`src/rtl/adc_seq_pkg.sv`:
```
package adc_seq_pkg;
  typedef enum logic [1:0] {ST_PWRUP, ST_XFER, ST_GAP, ST_STREAM} seq_state_e;
  typedef enum logic [1:0] {XF_STOP, XF_WREG, XF_RUN, XF_READ} xfer_e;

  localparam logic [7:0] CMD_STOP_CONT  = 8'h11;
  localparam logic [7:0] CMD_START_CONT = 8'h10;
  localparam logic [7:0] CMD_WRITE_REG  = 8'h40;
  localparam logic [7:0] READ_FILL      = 8'h00;
endpackage

```
`src/rtl/adc_spi_byte.sv`:
```
module adc_spi_byte #(
  parameter int unsigned HALF_CYC = 7
) (
  input  logic       clk_i,
  input  logic       rst_ni,
  input  logic       go_i,
  input  logic [7:0] tx_i,
  input  logic       miso_i,
  output logic       sclk_o,
  output logic       mosi_o,
  output logic       done_o,
  output logic [7:0] rx_o
);
  localparam int unsigned HW = (HALF_CYC > 1) ? $clog2(HALF_CYC) : 1;

  logic          busy_q;
  logic [HW-1:0] half_q;
  logic [2:0]    bit_q;
  logic [7:0]    tx_q;

  always_ff @(posedge clk_i or negedge rst_ni) begin
    if (!rst_ni) begin
      busy_q <= 1'b0;
      half_q <= '0;
      bit_q  <= '0;
      tx_q   <= '0;
      sclk_o <= 1'b0;
      mosi_o <= 1'b0;
      done_o <= 1'b0;
      rx_o   <= '0;
    end else begin
      done_o <= 1'b0;
      if (!busy_q) begin
        if (go_i) begin
          busy_q <= 1'b1;
          tx_q   <= tx_i;
          half_q <= '0;
          bit_q  <= '0;
        end
      end else if (half_q == HW'(HALF_CYC - 1)) begin
        half_q <= '0;
        if (!sclk_o) begin
          // mode 1: launch on rising edge
          sclk_o <= 1'b1;
          mosi_o <= tx_q[7];
          tx_q   <= {tx_q[6:0], 1'b0};
        end else begin
          // capture on falling edge
          sclk_o <= 1'b0;
          rx_o   <= {rx_o[6:0], miso_i};
          bit_q  <= bit_q + 3'd1;
          if (bit_q == 3'd7) begin
            busy_q <= 1'b0;
            done_o <= 1'b1;
          end
        end
      end else begin
        half_q <= half_q + HW'(1);
      end
    end
  end
endmodule

```
`src/rtl/adc_drdy_edge.sv`:
```
module adc_drdy_edge (
  input  logic clk_i,
  input  logic rst_ni,
  input  logic drdy_ni,
  output logic fall_o
);
  logic [2:0] sync_q;

  always_ff @(posedge clk_i or negedge rst_ni) begin
    if (!rst_ni) sync_q <= 3'b111;
    else         sync_q <= {sync_q[1:0], drdy_ni};
  end

  assign fall_o = sync_q[2] & ~sync_q[1];
endmodule

```
`src/rtl/adc_seq_ctrl.sv`:
```
module adc_seq_ctrl
  import adc_seq_pkg::*;
#(
  parameter int unsigned NREG       = 9,
  parameter int unsigned START_ADDR = 0,
  parameter int unsigned PWRUP_CYC  = 4096,
  parameter int unsigned GAP_CYC    = 56
) (
  input  logic            clk_i,
  input  logic            rst_ni,
  input  logic [NREG*8-1:0] cfg_image_i,
  input  logic            eng_done_i,
  input  logic [7:0]      eng_rx_i,
  input  logic            drdy_fall_i,
  output logic            go_o,
  output logic [7:0]      tx_o,
  output logic            cs_no,
  output logic            adc_rst_no,
  output logic            start_o,
  output logic            valid_o,
  output logic [23:0]     result_o,
  output logic            overrun_o
);
  localparam int unsigned IDX_W   = $clog2(NREG + 3);
  localparam int unsigned CNT_MAX = (PWRUP_CYC > GAP_CYC) ? PWRUP_CYC : GAP_CYC;
  localparam int unsigned CNT_W   = $clog2(CNT_MAX + 1);

  seq_state_e       state_q;
  xfer_e            kind_q;
  logic [IDX_W-1:0] idx_q;
  logic [IDX_W-1:0] last_idx;
  logic [CNT_W-1:0] cnt_q;
  logic [15:0]      acc_q;
  logic [7:0]       wr_byte;

  always_comb begin
    case (kind_q)
      XF_WREG: last_idx = IDX_W'(NREG + 1);
      XF_READ: last_idx = IDX_W'(2);
      default: last_idx = '0;
    endcase
  end

  always_comb begin
    wr_byte = '0;
    if (idx_q == '0)          wr_byte = CMD_WRITE_REG | 8'(START_ADDR);
    else if (idx_q == IDX_W'(1)) wr_byte = 8'(NREG - 1);
    for (int k = 0; k < NREG; k++)
      if (idx_q == IDX_W'(k + 2)) wr_byte = cfg_image_i[8*k +: 8];
  end

  always_comb begin
    case (kind_q)
      XF_STOP: tx_o = CMD_STOP_CONT;
      XF_RUN:  tx_o = CMD_START_CONT;
      XF_READ: tx_o = READ_FILL;
      default: tx_o = wr_byte;
    endcase
  end

  always_ff @(posedge clk_i or negedge rst_ni) begin
    if (!rst_ni) begin
      state_q    <= ST_PWRUP;
      kind_q     <= XF_STOP;
      idx_q      <= '0;
      cnt_q      <= '0;
      acc_q      <= '0;
      go_o       <= 1'b0;
      cs_no      <= 1'b1;
      adc_rst_no <= 1'b0;
      start_o    <= 1'b0;
      valid_o    <= 1'b0;
      result_o   <= '0;
      overrun_o  <= 1'b0;
    end else begin
      go_o       <= 1'b0;
      valid_o    <= 1'b0;
      overrun_o  <= drdy_fall_i && start_o && (state_q != ST_STREAM);
      adc_rst_no <= 1'b1;
      case (state_q)
        ST_PWRUP: begin
          if (cnt_q == CNT_W'(PWRUP_CYC - 1)) begin
            cnt_q   <= '0;
            kind_q  <= XF_STOP;
            idx_q   <= '0;
            cs_no   <= 1'b0;
            go_o    <= 1'b1;
            state_q <= ST_XFER;
          end else begin
            cnt_q <= cnt_q + CNT_W'(1);
          end
        end
        ST_XFER: begin
          if (eng_done_i) begin
            if (kind_q == XF_READ) acc_q <= {acc_q[7:0], eng_rx_i};
            if (idx_q == last_idx) begin
              cs_no   <= 1'b1;
              cnt_q   <= '0;
              state_q <= ST_GAP;
              if (kind_q == XF_READ) begin
                valid_o  <= 1'b1;
                result_o <= {acc_q, eng_rx_i};
              end
            end else begin
              idx_q <= idx_q + IDX_W'(1);
              go_o  <= 1'b1;
            end
          end
        end
        ST_GAP: begin
          if (cnt_q == CNT_W'(GAP_CYC - 1)) begin
            cnt_q <= '0;
            idx_q <= '0;
            case (kind_q)
              XF_STOP: begin
                kind_q <= XF_WREG; cs_no <= 1'b0; go_o <= 1'b1; state_q <= ST_XFER;
              end
              XF_WREG: begin
                kind_q <= XF_RUN; cs_no <= 1'b0; go_o <= 1'b1; state_q <= ST_XFER;
              end
              XF_RUN: begin
                start_o <= 1'b1;
                state_q <= ST_STREAM;
              end
              default: state_q <= ST_STREAM;
            endcase
          end else begin
            cnt_q <= cnt_q + CNT_W'(1);
          end
        end
        default: begin
          if (drdy_fall_i) begin
            kind_q  <= XF_READ;
            idx_q   <= '0;
            cs_no   <= 1'b0;
            go_o    <= 1'b1;
            state_q <= ST_XFER;
          end
        end
      endcase
    end
  end
endmodule

```
`src/rtl/adc_seq_top.sv`:
```
module adc_seq_top #(
  parameter int unsigned SYS_CLK_KHZ  = 50000,
  parameter int unsigned CONV_CLK_KHZ = 7373,
  parameter int unsigned NREG         = 9,
  parameter int unsigned START_ADDR   = 0,
  parameter int unsigned PWRUP_CYC    = 4096,
  parameter int unsigned CS_GAP_SCLK  = 4
) (
  input  logic              clk_i,
  input  logic              rst_ni,
  input  logic [NREG*8-1:0] cfg_image_i,
  output logic              sclk_o,
  output logic              mosi_o,
  input  logic              miso_i,
  output logic              cs_no,
  output logic              adc_rst_no,
  output logic              adc_start_o,
  input  logic              drdy_ni,
  output logic              result_valid_o,
  output logic [23:0]       result_o,
  output logic              overrun_o
);
  // SCLK period >= 1.8 converter clocks, rounded up to whole system cycles
  localparam int unsigned PER_CYC  = (18 * SYS_CLK_KHZ + 10 * CONV_CLK_KHZ - 1) / (10 * CONV_CLK_KHZ);
  localparam int unsigned HALF_RAW = (PER_CYC + 1) / 2;
  localparam int unsigned HALF_CYC = (HALF_RAW < 1) ? 1 : HALF_RAW;
  localparam int unsigned GAP_CYC  = CS_GAP_SCLK * 2 * HALF_CYC;

  logic       eng_go;
  logic [7:0] eng_tx;
  logic       eng_done;
  logic [7:0] eng_rx;
  logic       drdy_fall;

  adc_drdy_edge u_drdy (
    .clk_i   (clk_i),
    .rst_ni  (rst_ni),
    .drdy_ni (drdy_ni),
    .fall_o  (drdy_fall)
  );

  adc_spi_byte #(.HALF_CYC(HALF_CYC)) u_spi (
    .clk_i  (clk_i),
    .rst_ni (rst_ni),
    .go_i   (eng_go),
    .tx_i   (eng_tx),
    .miso_i (miso_i),
    .sclk_o (sclk_o),
    .mosi_o (mosi_o),
    .done_o (eng_done),
    .rx_o   (eng_rx)
  );

  adc_seq_ctrl #(
    .NREG       (NREG),
    .START_ADDR (START_ADDR),
    .PWRUP_CYC  (PWRUP_CYC),
    .GAP_CYC    (GAP_CYC)
  ) u_ctrl (
    .clk_i       (clk_i),
    .rst_ni      (rst_ni),
    .cfg_image_i (cfg_image_i),
    .eng_done_i  (eng_done),
    .eng_rx_i    (eng_rx),
    .drdy_fall_i (drdy_fall),
    .go_o        (eng_go),
    .tx_o        (eng_tx),
    .cs_no       (cs_no),
    .adc_rst_no  (adc_rst_no),
    .start_o     (adc_start_o),
    .valid_o     (result_valid_o),
    .result_o    (result_o),
    .overrun_o   (overrun_o)
  );
endmodule

```
`config.mk`:
```
export PLATFORM = sky130hd
export DESIGN_NAME = adc_seq_top
export DESIGN_NICKNAME = d
export VERILOG_FILES = /design/src/rtl/adc_seq_pkg.sv /design/src/rtl/adc_spi_byte.sv /design/src/rtl/adc_drdy_edge.sv /design/src/rtl/adc_seq_ctrl.sv /design/src/rtl/adc_seq_top.sv
export SDC_FILE = /design/constraint.sdc
export NUM_CORES = 1
export LEC_CHECK = 0
export ABC_CLOCK_PERIOD_IN_PS = 2460
export CAP_MARGIN = 20
export CORE_AREA = 3 3 192 119
export CTS_BUF_LIST = sky130_fd_sc_hd__clkbuf_16
export CTS_CLUSTER_SIZE = 20
export DETAILED_ROUTE_END_ITERATION = 10
export DIE_AREA = 0 0 195 122
export GPL_ROUTABILITY_DRIVEN = 0
export PLACE_DENSITY = 0.43
export RECOVER_POWER = 100
export SLEW_MARGIN = 0
export SYNTH_ARGS = -nofsm -noshare
export SYNTH_HDL_FRONTEND = slang
export SYNTH_SLANG_ARGS = --single-unit
```
`constraint.sdc`:
```
create_clock -name clk_i -period 2.46 [get_ports clk_i]
set_input_delay 0.492 -clock clk_i [delete_from_list [all_inputs] [get_ports clk_i]]
set_output_delay 0.492 -clock clk_i [all_outputs]
set_load 0.05 [all_outputs]
```
# Word-level counts from Yosys, hierarchy flattened
# Cells that the tools add are included.
op_classes:
  n_reduce_logical: 23
  shift: 0
  n_div: 0
  multipliers: 0
  addsub: 4
  n_eq_ne: 31
  n_mux: 74
  order_cmp: 0
  bitwise: 4
ops:
  columns: ["operator", "n"]
  rows:
  - ["8-bit two-way mux", 14]
  - ["13-bit two-way mux", 4]
  - ["13-bit case mux with 3 select lines", 1]
  - ["1-bit two-way mux", 26]
  - ["4-bit two-way mux", 6]
  - ["8-bit case mux with 3 select lines", 1]
  - ["3-bit AND reduction", 7]
  - ["2-bit two-way mux", 9]
  - ["3-bit two-way mux", 6]
  - ["4-bit by 3-bit == test with 1-bit output (second input constant)", 4]
  - ["5-bit AND reduction", 3]
  - ["13-bit by 1-bit adder with 13-bit output (second input constant)", 1]
  - ["13-bit by 12-bit == test with 1-bit output (second input constant)", 1]
  - ["13-bit by 6-bit == test with 1-bit output (second input constant)", 1]
  - ["4-bit == test (second input constant)", 3]
  - ["2-bit != test (second input constant)", 6]
  - ["2-bit case mux with 3 select lines", 2]
  - ["4-bit case mux with 3 select lines", 1]
  - ["4-bit by 2-bit == test with 1-bit output (second input constant)", 2]
  - ["2-bit by 1-bit != test with 1-bit output (second input constant)", 4]
  - ["4-bit case mux with 2 select lines", 1]
  - ["3-bit by 1-bit adder with 3-bit output (second input constant)", 2]
  - ["2-bit == test (second input constant)", 3]
  - ["3-bit == test (second input constant)", 2]
  - ["other kinds (19)", 26]
word_totals:
  word_cells: 157
  rom_bits: 0
  in_bits: 76
  memories: 0
  latchBits: 0
  register_bits: 96
  mem_bits_rw: 0

# Depth between registers and ports, before layout
# Gate-level depths: netlist of run 1.
logic_depth:
  ltp_word: 15
  ltp_mapped: 9
  ltp_nobuf: 7

# Modules after synthesis
# From an unflattened synthesis of run 1, not the netlist that was laid out.
hier_totals:
  hier_cells: 468
  hier_area_um2: 5086.1
by_module_without_submodules:
  columns: ["mod", "cells_per_inst", "instances", "seq_area_each_um2", "area_each_um2"]
  rows:
  - ["adc_seq_ctrl", 375, 1, 1677.9, 3833.7]
  - ["adc_spi_byte", 89, 1, 650.6, 1159.9]
  - ["adc_drdy_edge", 4, 1, 78.8, 92.6]

# Worst setup path before layout of run 1
# No wires, ideal clock.
synth_timing:
  path_type: "flip-flop to flip-flop"
  startpoint: "register u_ctrl.state_q[0]"
  endpoint: "register u_ctrl.kind_q[0]"
  t_required_ns: 2.334
  t_arrival_ns: 2.052
  setup_slack_ns: 0.282
  stages_incl_launch_ff: 9
  cell_sequence: "dfrtp_1 > inv_1 > ha_1 > clkdlybuf4s50_2 > nor2_1 > a21oi_1 > nor3b_1 > a22o_1 > a221o_1"
synth_via:
  elab_chain_cells: 3
  elab_cells_between_ends: 10
  classes_between: "5 x eq/ne; 1 x mux; 1 x bitwise; 3 x reduce/logical"
synth_lines:
  columns: ["item", "line_no", "source"]
  rows:
  - ["start, declared", "adc_seq_ctrl.sv:28", "seq_state_e state_q;"]
  - ["start signal, assigned", "adc_seq_ctrl.sv:63", "state_q <= ST_PWRUP;"]
  - ["start signal, assigned", "adc_seq_ctrl.sv:88", "state_q <= ST_XFER;"]
  - ["start signal, assigned", "adc_seq_ctrl.sv:99", "state_q <= ST_GAP;"]
  - ["2-bit == test, or another cell as far along", "adc_seq_ctrl.sv:80", "case (state_q)"]
  - ["3-bit != test (no source line), or another cell as far along", null, null]
  - ["5-bit AND reduction (no source line)", null, null]
  - ["end signal, assigned", "adc_seq_ctrl.sv:84", "kind_q <= XF_STOP;"]
  - ["end signal, assigned", "adc_seq_ctrl.sv:116", "kind_q <= XF_WREG; cs_no <= 1'b0; go_o <= 1'b1; state_q <= ST_XFER;"]
  - ["end signal, assigned", "adc_seq_ctrl.sv:119", "kind_q <= XF_RUN; cs_no <= 1'b0; go_o <= 1'b1; state_q <= ST_XFER;"]
  - ["end, declared", "adc_seq_ctrl.sv:29", "xfer_e kind_q;"]
# Parallel ways exist; a longest one is shown, timed or not.
# A chain may end at the register's enable or synchronous reset.

# Worst setup path in the final report of run 1
layout_timing:
  startpoint: "register u_ctrl.cnt_q[8]"
  endpoint: "register u_ctrl.cnt_q[0]"
layout_via:
  elab_chain_cells: 3
  elab_cells_between_ends: 5
  classes_between: "2 x eq/ne; 3 x mux"
layout_lines:
  columns: ["item", "line_no", "source"]
  rows:
  - ["start, declared", "adc_seq_ctrl.sv:32", "logic [CNT_W-1:0] cnt_q;"]
  - ["start signal, assigned", "adc_seq_ctrl.sv:90", "cnt_q <= cnt_q + CNT_W'(1);"]
  - ["start signal, assigned", "adc_seq_ctrl.sv:128", "cnt_q <= cnt_q + CNT_W'(1);"]
  - ["13-bit by 6-bit == test with 1-bit output / 13-bit by 12-bit == test with 1-bit output (equally long branches)", "adc_seq_ctrl.sv:111, adc_seq_ctrl.sv:82", null]
  - ["13-bit two-way mux, on equally long branches", "adc_seq_ctrl.sv:111, adc_seq_ctrl.sv:82", null]
  - ["13-bit case mux with 3 select lines *", "adc_seq_ctrl.sv:80", null]
# Mark *: on every way between the ends. The rest lies on a longest branch, timed or not.

==> results of run 1 <==
state kept, by name, indices dropped and copies added, names as in the netlist, 2 cells and up:
register and count:
u_drdy.sync_q 3, u_spi.bit_q 3, u_spi.rx_o 8, u_ctrl.state_q 2, u_ctrl.kind_q 2, u_spi.tx_q 8
u_ctrl.acc_q 16, u_ctrl.idx_q 4, u_spi.half_q 3, u_ctrl.cnt_q 13, u_ctrl.result_o 24
stage by stage:
| stage | power [mW] | setup slack (ns) | instance area, um2 |
|---|---|---|---|
| floorplan | 1.63 | 0.282 | 5260 |
| CTS | 3.20 | 0.140 | 6990 |
| finish | 3.16 | 0.142 | 6950 |
| global route | 3.28 | 0.0482 | 6950 |
| detailed placement | 1.80 | 0.155 | 6700 |
| global placement | 1.80 | 0.246 | 6700 |
power by group:
| group | switching, mW | leakage (nW) | internal [mW] |
|---|---|---|---|
| Clock | 0.678 | 0.139 | 0.717 |
| Sequential | 0.000870 | 1.28 | 1.58 |
| Combinational | 0.0670 | 1.66 | 0.112 |
area by class of cell:
| type | count | area, um2 | area share |
|---|---|---|---|
| Timing Repair Buffer | 131 | 1230 | 0.177 |
| Clock buffer | 9 | 225 | 0.0324 |
| Clock inverter | 7 | 71.3 | 0.0103 |
| Inverter | 20 | 75.1 | 0.0108 |
| Tap cell | 279 | 349 | 0.0502 |
| Multi-Input combinational cell | 393 | 2590 | 0.372 |
| Sequential cell | 96 | 2410 | 0.347 |
metal layers:
metal  GRT usage  routed length [um]  share of wire  vias to the layer above
met5           0                   0              0                        -
met4      0.0258                 108         0.0071                        0
met3      0.0293                 709          0.047                       10
met2       0.179                6330           0.42                      115
met1       0.203                7970           0.53                     2235
li1            -                   -              -                     2181
logic make-up (layout without fill, tap and decap cells):
kind of cell,count (synthesis),count (layout),share of synthesized area
AOI/OAI and AO/OA,136,136,0.173
xor gates and xnor gates,2,2,0.00333
adders and majority gates,13,13,0.0309
buffers and inverters,53,167,0.0504
DFF,96,96,0.457
muxes,49,49,0.103
other,1,1,0.000712
and+or+nand+nor,192,192,0.181
worst max-delay path, stage by stage, from the launching register on:
cell and delay [ns]:
dfrtp_1 0.43, or4_1 0.58, nor4_4 0.44, o22a_2 0.32, nor2_2 0.13, mux2_2 0.30
synthesized netlist by cell type, types with 2 or more instances:
library cell   n  area, um2
dfrtp_1       92       2300
nand2_1       78        293
mux2_2        42        473
o21ai_0       36        180
nor2_1        33        124
a21oi_1       30        150
clkbuf_1      24       90.1
inv_1         19       71.3
ha_1          13        163
nand3_1       11       55.1
nor2b_1       11       68.8
nand4_1       10       62.6
a221oi_1       9       78.8
nand2b_1       8       50.1
mux2i_1        7       70.1
nor3_1         7       35.0
a211o_1        6       52.6
a211oi_1       6       45.0
nor3b_1        6       45.0
a22o_1         5       43.8
a31oi_1        5       31.3
nor4_1         5       31.3
o211ai_1       5       37.5
dfstp_2        4        105
nand3b_1       4       30.0
o2bb2ai_1      4       35.0
o311ai_0       4       35.0
a22oi_1        3       22.5
a32oi_1        3       26.3
and2_1         3       18.8
and3_1         3       18.8
buf_2          3       15.0
buf_6          3       33.8
a221o_1        2       20.0
a31o_2         2       17.5
nor4b_1        2       17.5
o21a_1         2       15.0
o221ai_1       2       17.5
o22ai_1        2       12.5
o41ai_1        2       17.5
worst paths after layout:
path	to	from	slack [ns]
min	u_drdy.sync_q[1]$_DFF_PN1_	u_drdy.sync_q[0]$_DFF_PN1_	0.35
max	u_ctrl.cnt_q[0]$_DFFE_PN0P_	u_ctrl.cnt_q[8]$_DFFE_PN0P_	0.14
min reg2reg	u_drdy.sync_q[1]$_DFF_PN1_	u_drdy.sync_q[0]$_DFF_PN1_	0.35
max in group asynchronous	u_ctrl.acc_q[4]$_DFFE_PN0P_	rst_ni	0.67
max reg2reg	u_ctrl.cnt_q[0]$_DFFE_PN0P_	u_ctrl.cnt_q[8]$_DFFE_PN0P_	0.14
min in group asynchronous	u_spi.mosi_o$_DFFE_PN0P_	rst_ni	0.38
repair_timing:
action / 4_1_cts / 5_1_grt
endpoints found under the setup margin: 0 / 3
resized for setup: 0 / 2
hold endpoints to repair: 0 / 0
==> results.tsv, run 1 <==
stage	metric	value	unit
power_and_ir_drop	ir_worst_vdd	255	uV
sta	slew_headroom	0.189	
power_and_ir_drop	power-per-cell-area	454	nW/um2
run_status	status	complete, no violations	
yosys	syn_inst	542	
sta	skew	0.00784	ns
yosys	synth.distinct_cells	66	
sta	finalCriticalPeriod	2.32	ns
placement	placedCellCount	919	
critical_path	cp.arrival	2.54	ns
floorplan	initial_utilization	0.250	
critical_path	cp.required	2.69	ns
floorplan	num_rows	41	
critical_path	start_kind	flop	
cts	clock_path_buffers	2	
floorplan	die_x	195	um
route	via_per_inst	4.86	
cts	cts_buffers	9	
final_layout	fin_util	0.330	
critical_path	crit_type	reg2reg	
cts	postCtsSetupBuffers	0	
floorplan	die_area	23800	um2
sta	finalMaxSlewViolations	0	
route	wl_per_cell	16.2	um
global_route	grt_pass1_wl	24800	um
yosys	synth-seq-cells	96	
power_and_ir_drop	p_leak	3.07	nW
final_layout	final_common_cell	dfrtp_1	
route	finalWirelength	15100	um
route	ant_nets	0	
cts	h-tree-depth	3	
cts	holdBufCountCts	0	
worst_hold_path	min_path_type	reg2reg	
route	drtIter0Drc	417	
global_route	grt_pass1_vias	4496	
final_layout	fill_cells	2141	
yosys	netlist_area	5260	um2
floorplan	io_pins	107	
sta	timing.fmax	0.431	GHz
yosys	synth_ff_type	dfrtp_1	
sta	tightest_slew	1.22	ns
cts	clkLatencyLatePin	0.34	ns
global_route	grt_max_degree	51	
yosys	ys_async_sr_fraction	1.00	
flow_run	drv_cap	0	
floorplan	core_area	21000	um2
route	drc	0	
route	dr_total_vias	4541	
yosys	ys_seq_area_frac	0.457	
cts	cts_tree	built	
placement	dp_hpwl	11700	um
route	drt_first_pass_iters	5	
final_layout	antenna_cells	0	
final_layout	fin_cells	935	
critical_path	cp-end-kind	flop	
critical_path	reg2regPathDepth	5	
sta	hold_slack	0.353	ns
final_layout	layout_common_cells	dfrtp_1 (91), nand2_1 (78), clkdlybuf4s50_1 (73), mux2_2 (42), o21ai_0 (35)	
worst_hold_path	min_path_cells	0	
cts	cts_sinks	96	
cts	cts_root_buffer	clkbuf_16	
yosys	synth_edf_count	0	
sta	tns	0	ns
final_layout	nNetsFinal	740	
global_route	grt_antenna_before_repair	0	
sta	final-hold-violation-count	0	
yosys	syn_area_per_cell	9.71	um2
final_layout	area_growth	32.0	%
final_layout	drive_gt1_frac	0.146	
yosys	syn_nets	631	
global_route	overflow	0	
sta	period_share	0.942	
yosys	ys_warn_count	0	
global_route	track_usage	0.129	
critical_path	worst-path-max-fanout	10	
cts	cts.reportedPaths.clkPinSlew	0.07	ns
floorplan	die_h	122	um
sta	rsz0062_at_grt	false	
sta	finalSetupViolCount	0	
placement	port-buffer-count	106	
Power figures use the tool's default switching activity.
==> run 2, diff against run 1 <==
Settings changed: REMOVE_ABC_BUFFERS from default to 1.
==> results.tsv, run 2 (same netlist as run 1, synthesis figures left out) <==
stage	metric	value	unit	change
route	drc	0		unchanged
power_and_ir_drop	power-per-cell-area	444	nW/um2	was 454 nW/um2
sta	tns	0	ns	unchanged
cts	postCtsSetupBuffers	0		unchanged
final_layout	fin_cells	940		was 935
final_layout	antenna_cells	0		unchanged
critical_path	start_kind	flop		unchanged
sta	finalCriticalPeriod	2.32	ns	about the same
route	ant_nets	0		unchanged
final_layout	final_common_cell	clkdlybuf4s50_1		was dfrtp_1
final_layout	reg_top3	u_ctrl.result_o x24, u_ctrl.acc_q x16, u_ctrl.cnt_q x13		unchanged
floorplan	die_area	23800	um2	unchanged
sta	tightest_slew	1.23	ns	was 1.22 ns
cts	h-tree-depth	3		unchanged
critical_path	crit_type	reg2reg		unchanged
power_and_ir_drop	p_leak	3.00	nW	was 3.07 nW
worst_hold_path	min_path_type	reg2reg		unchanged
flow_run	drv_cap	0		unchanged
cts	clkLatencyLatePin	0.34	ns	about the same
cts	cts_root_buffer	clkbuf_16		unchanged
floorplan	die_h	122	um	unchanged
cts	cts.reportedPaths.clkPinSlew	0.07	ns	about the same
sta	period_share	0.944		was 0.942
route	drtIter0Drc	277		was 417
final_layout	layout_common_cells	clkdlybuf4s50_1 (104), dfrtp_1 (91), nand2_1 (78), mux2_2 (42), o21ai_0 (36)		was dfrtp_1 (91), nand2_1 (78), clkdlybuf4s50_1 (73), mux2_2 (42), o21ai_0 (35)
final_layout	nNetsFinal	745		was 740
cts	cts_tree	built		unchanged
route	wl_per_cell	16.1	um	was 16.2 um
final_layout	largest_register	u_ctrl.result_o		unchanged
sta	finalSetupViolCount	0		unchanged
cts	cts_sinks	96		unchanged
critical_path	cp.arrival	2.55	ns	was 2.54 ns
power_and_ir_drop	total_power	3.11	mW	was 3.16 mW
global_route	grt_antenna_before_repair	0		unchanged
final_layout	area_growth	33.1	%	was 32.0%
placement	port-buffer-count	106		unchanged
sta	timing.fmax	0.431	GHz	about the same
placement	dp_hpwl	11700	um	about the same
power_and_ir_drop	power_frac_seq	0.509		was 0.502
critical_path	cp-end-kind	flop		unchanged
sta	skew	0.0115	ns	was 0.00784 ns
route	finalWirelength	15100	um	about the same
power_and_ir_drop	p_comb_frac	0.057		about the same
sta	finalMaxSlewViolations	0		unchanged
sta	final-hold-violation-count	0		unchanged
critical_path	cp.required	2.69	ns	about the same
global_route	grt_pass1_wl	23900	um	was 24,800 um
global_route	track_usage	0.126		was 0.129
critical_path	worst-path-max-fanout	6		was 10
route	dr_total_vias	4539		was 4,541
power_and_ir_drop	clkPwrFrac	0.434		was 0.442
placement	placedCellCount	924		was 919
floorplan	core_area	21000	um2	unchanged
power_and_ir_drop	ir_worst_vdd	324	uV	was 255 uV
power_and_ir_drop	p_int	2.40	mW	was 2.41 mW
cts	clock_path_buffers	2		unchanged
route	drt_first_pass_iters	4		was 5
global_route	grt_max_degree	48		was 51
power_and_ir_drop	swShare	0.229		was 0.236
floorplan	initial_utilization	0.250		unchanged
floorplan	die_x	195	um	unchanged
run_status	status	complete, no violations		unchanged
floorplan	io_pins	107		unchanged
floorplan	num_rows	41		unchanged
global_route	grt_pass1_vias	4401		was 4,496
cts	cts_buffers	9		unchanged
route	via_per_inst	4.83		was 4.86
power_and_ir_drop	p_sw	712	uW	was 746 uW
final_layout	drive_gt1_frac	0.160		was 0.146
final_layout	largest_reg_flops	24		unchanged
sta	slew_headroom	0.180		was 0.189
global_route	overflow	0		unchanged
## run 2: layout make-up
type / instances / area, um2
fill: 2163 / 14000
multi-input combinational: 393 / 2590
sequential: 96 / 2410
timing repair buffer: 136 / 1290
tap: 279 / 349
clock buffer: 9 / 225
inverter: 20 / 75.1
clock inverter: 7 / 66.3
## run 2: worst paths after layout
| kind | from | endpoint | slack (ns) | cells past startpoint |
|---|---|---|---|---|
| min in group asynchronous | rst_ni | u_ctrl.result_o[8]$_DFFE_PN0P_ | 0.39 | 1 |
| min reg2reg | u_drdy.sync_q[1]$_DFF_PN1_ | u_drdy.sync_q[2]$_DFF_PN1_ | 0.36 | 0 |
| max reg2reg | u_ctrl.cnt_q[8]$_DFFE_PN0P_ | u_ctrl.idx_q[3]$_DFFE_PN0P_ | 0.14 | 4 |
| max | u_ctrl.cnt_q[8]$_DFFE_PN0P_ | u_ctrl.idx_q[3]$_DFFE_PN0P_ | 0.14 | 4 |
| max in group asynchronous | rst_ni | u_ctrl.result_o[23]$_DFFE_PN0P_ | 0.65 | 2 |
| min | u_drdy.sync_q[1]$_DFF_PN1_ | u_drdy.sync_q[2]$_DFF_PN1_ | 0.36 | 0 |
## run 2: stage by stage
| step | hold slack [ns] | utilization | setup WS [ns] | instance area (um2) |
|---|---|---|---|---|
| after floorplan | 0.196 | - | -0.809 | 5070 |
| after global placement | 0.356 | 0.320 | 0.189 | 6730 |
| after detailed placement | 0.357 | 0.320 | 0.147 | 6730 |
| after CTS | 0.0437 | 0.334 | 0.112 | 7030 |
| after global routing | 0.362 | 0.333 | -0.00180 | 7010 |
| final | 0.360 | 0.333 | 0.139 | 7010 |
## run 2: power by group through the flow
| stage | clock network, mW | registers [mW] | logic [mW] |
|---|---|---|---|
| 6_report | 1.35 | 1.58 | 0.177 |
| 5_1_grt | 1.47 | 1.58 | 0.193 |
| 4_1_cts | 1.40 | 1.58 | 0.186 |
| 3_5_place_dp | 0 | 1.61 | 0.186 |
| 3_3_place_gp | 0 | 1.61 | 0.184 |
| 2_1_floorplan | 0 | 1.62 | 0.0142 |
## run 2: timing repair
| item | CTS | global route |
|---|---|---|
| gates resized for setup | 0 | 2 |
| setup endpoints to repair | 0 | 2 |
| hold buffers | 0 | 0 |
| hold endpoints to repair | 0 | 0 |
## run 2: critical path, stage by stage, from the launching register on
cell      delay, ns
dfrtp_1        0.44
or4_4          0.56
nor4_4         0.44
o221ai_1       0.30
a221o_2        0.46
## run 2: per-layer routing
layer  GRT usage  part of all wire  vias to the layer above  wire, um
li1            -                 -                     2208         -
met1       0.200              0.54                     2225      8130
met2       0.176              0.41                      101      6220
met3      0.0263             0.044                        5       670
met4      0.0205            0.0048                        0        72
met5           0                 0                        -         0
==> run 3, diff against run 2 <==
Settings changed: TNS_END_PERCENT from default to 50.
==> results of run 3 <==
Final layout, timing and power as in run 2 (identical DEF).
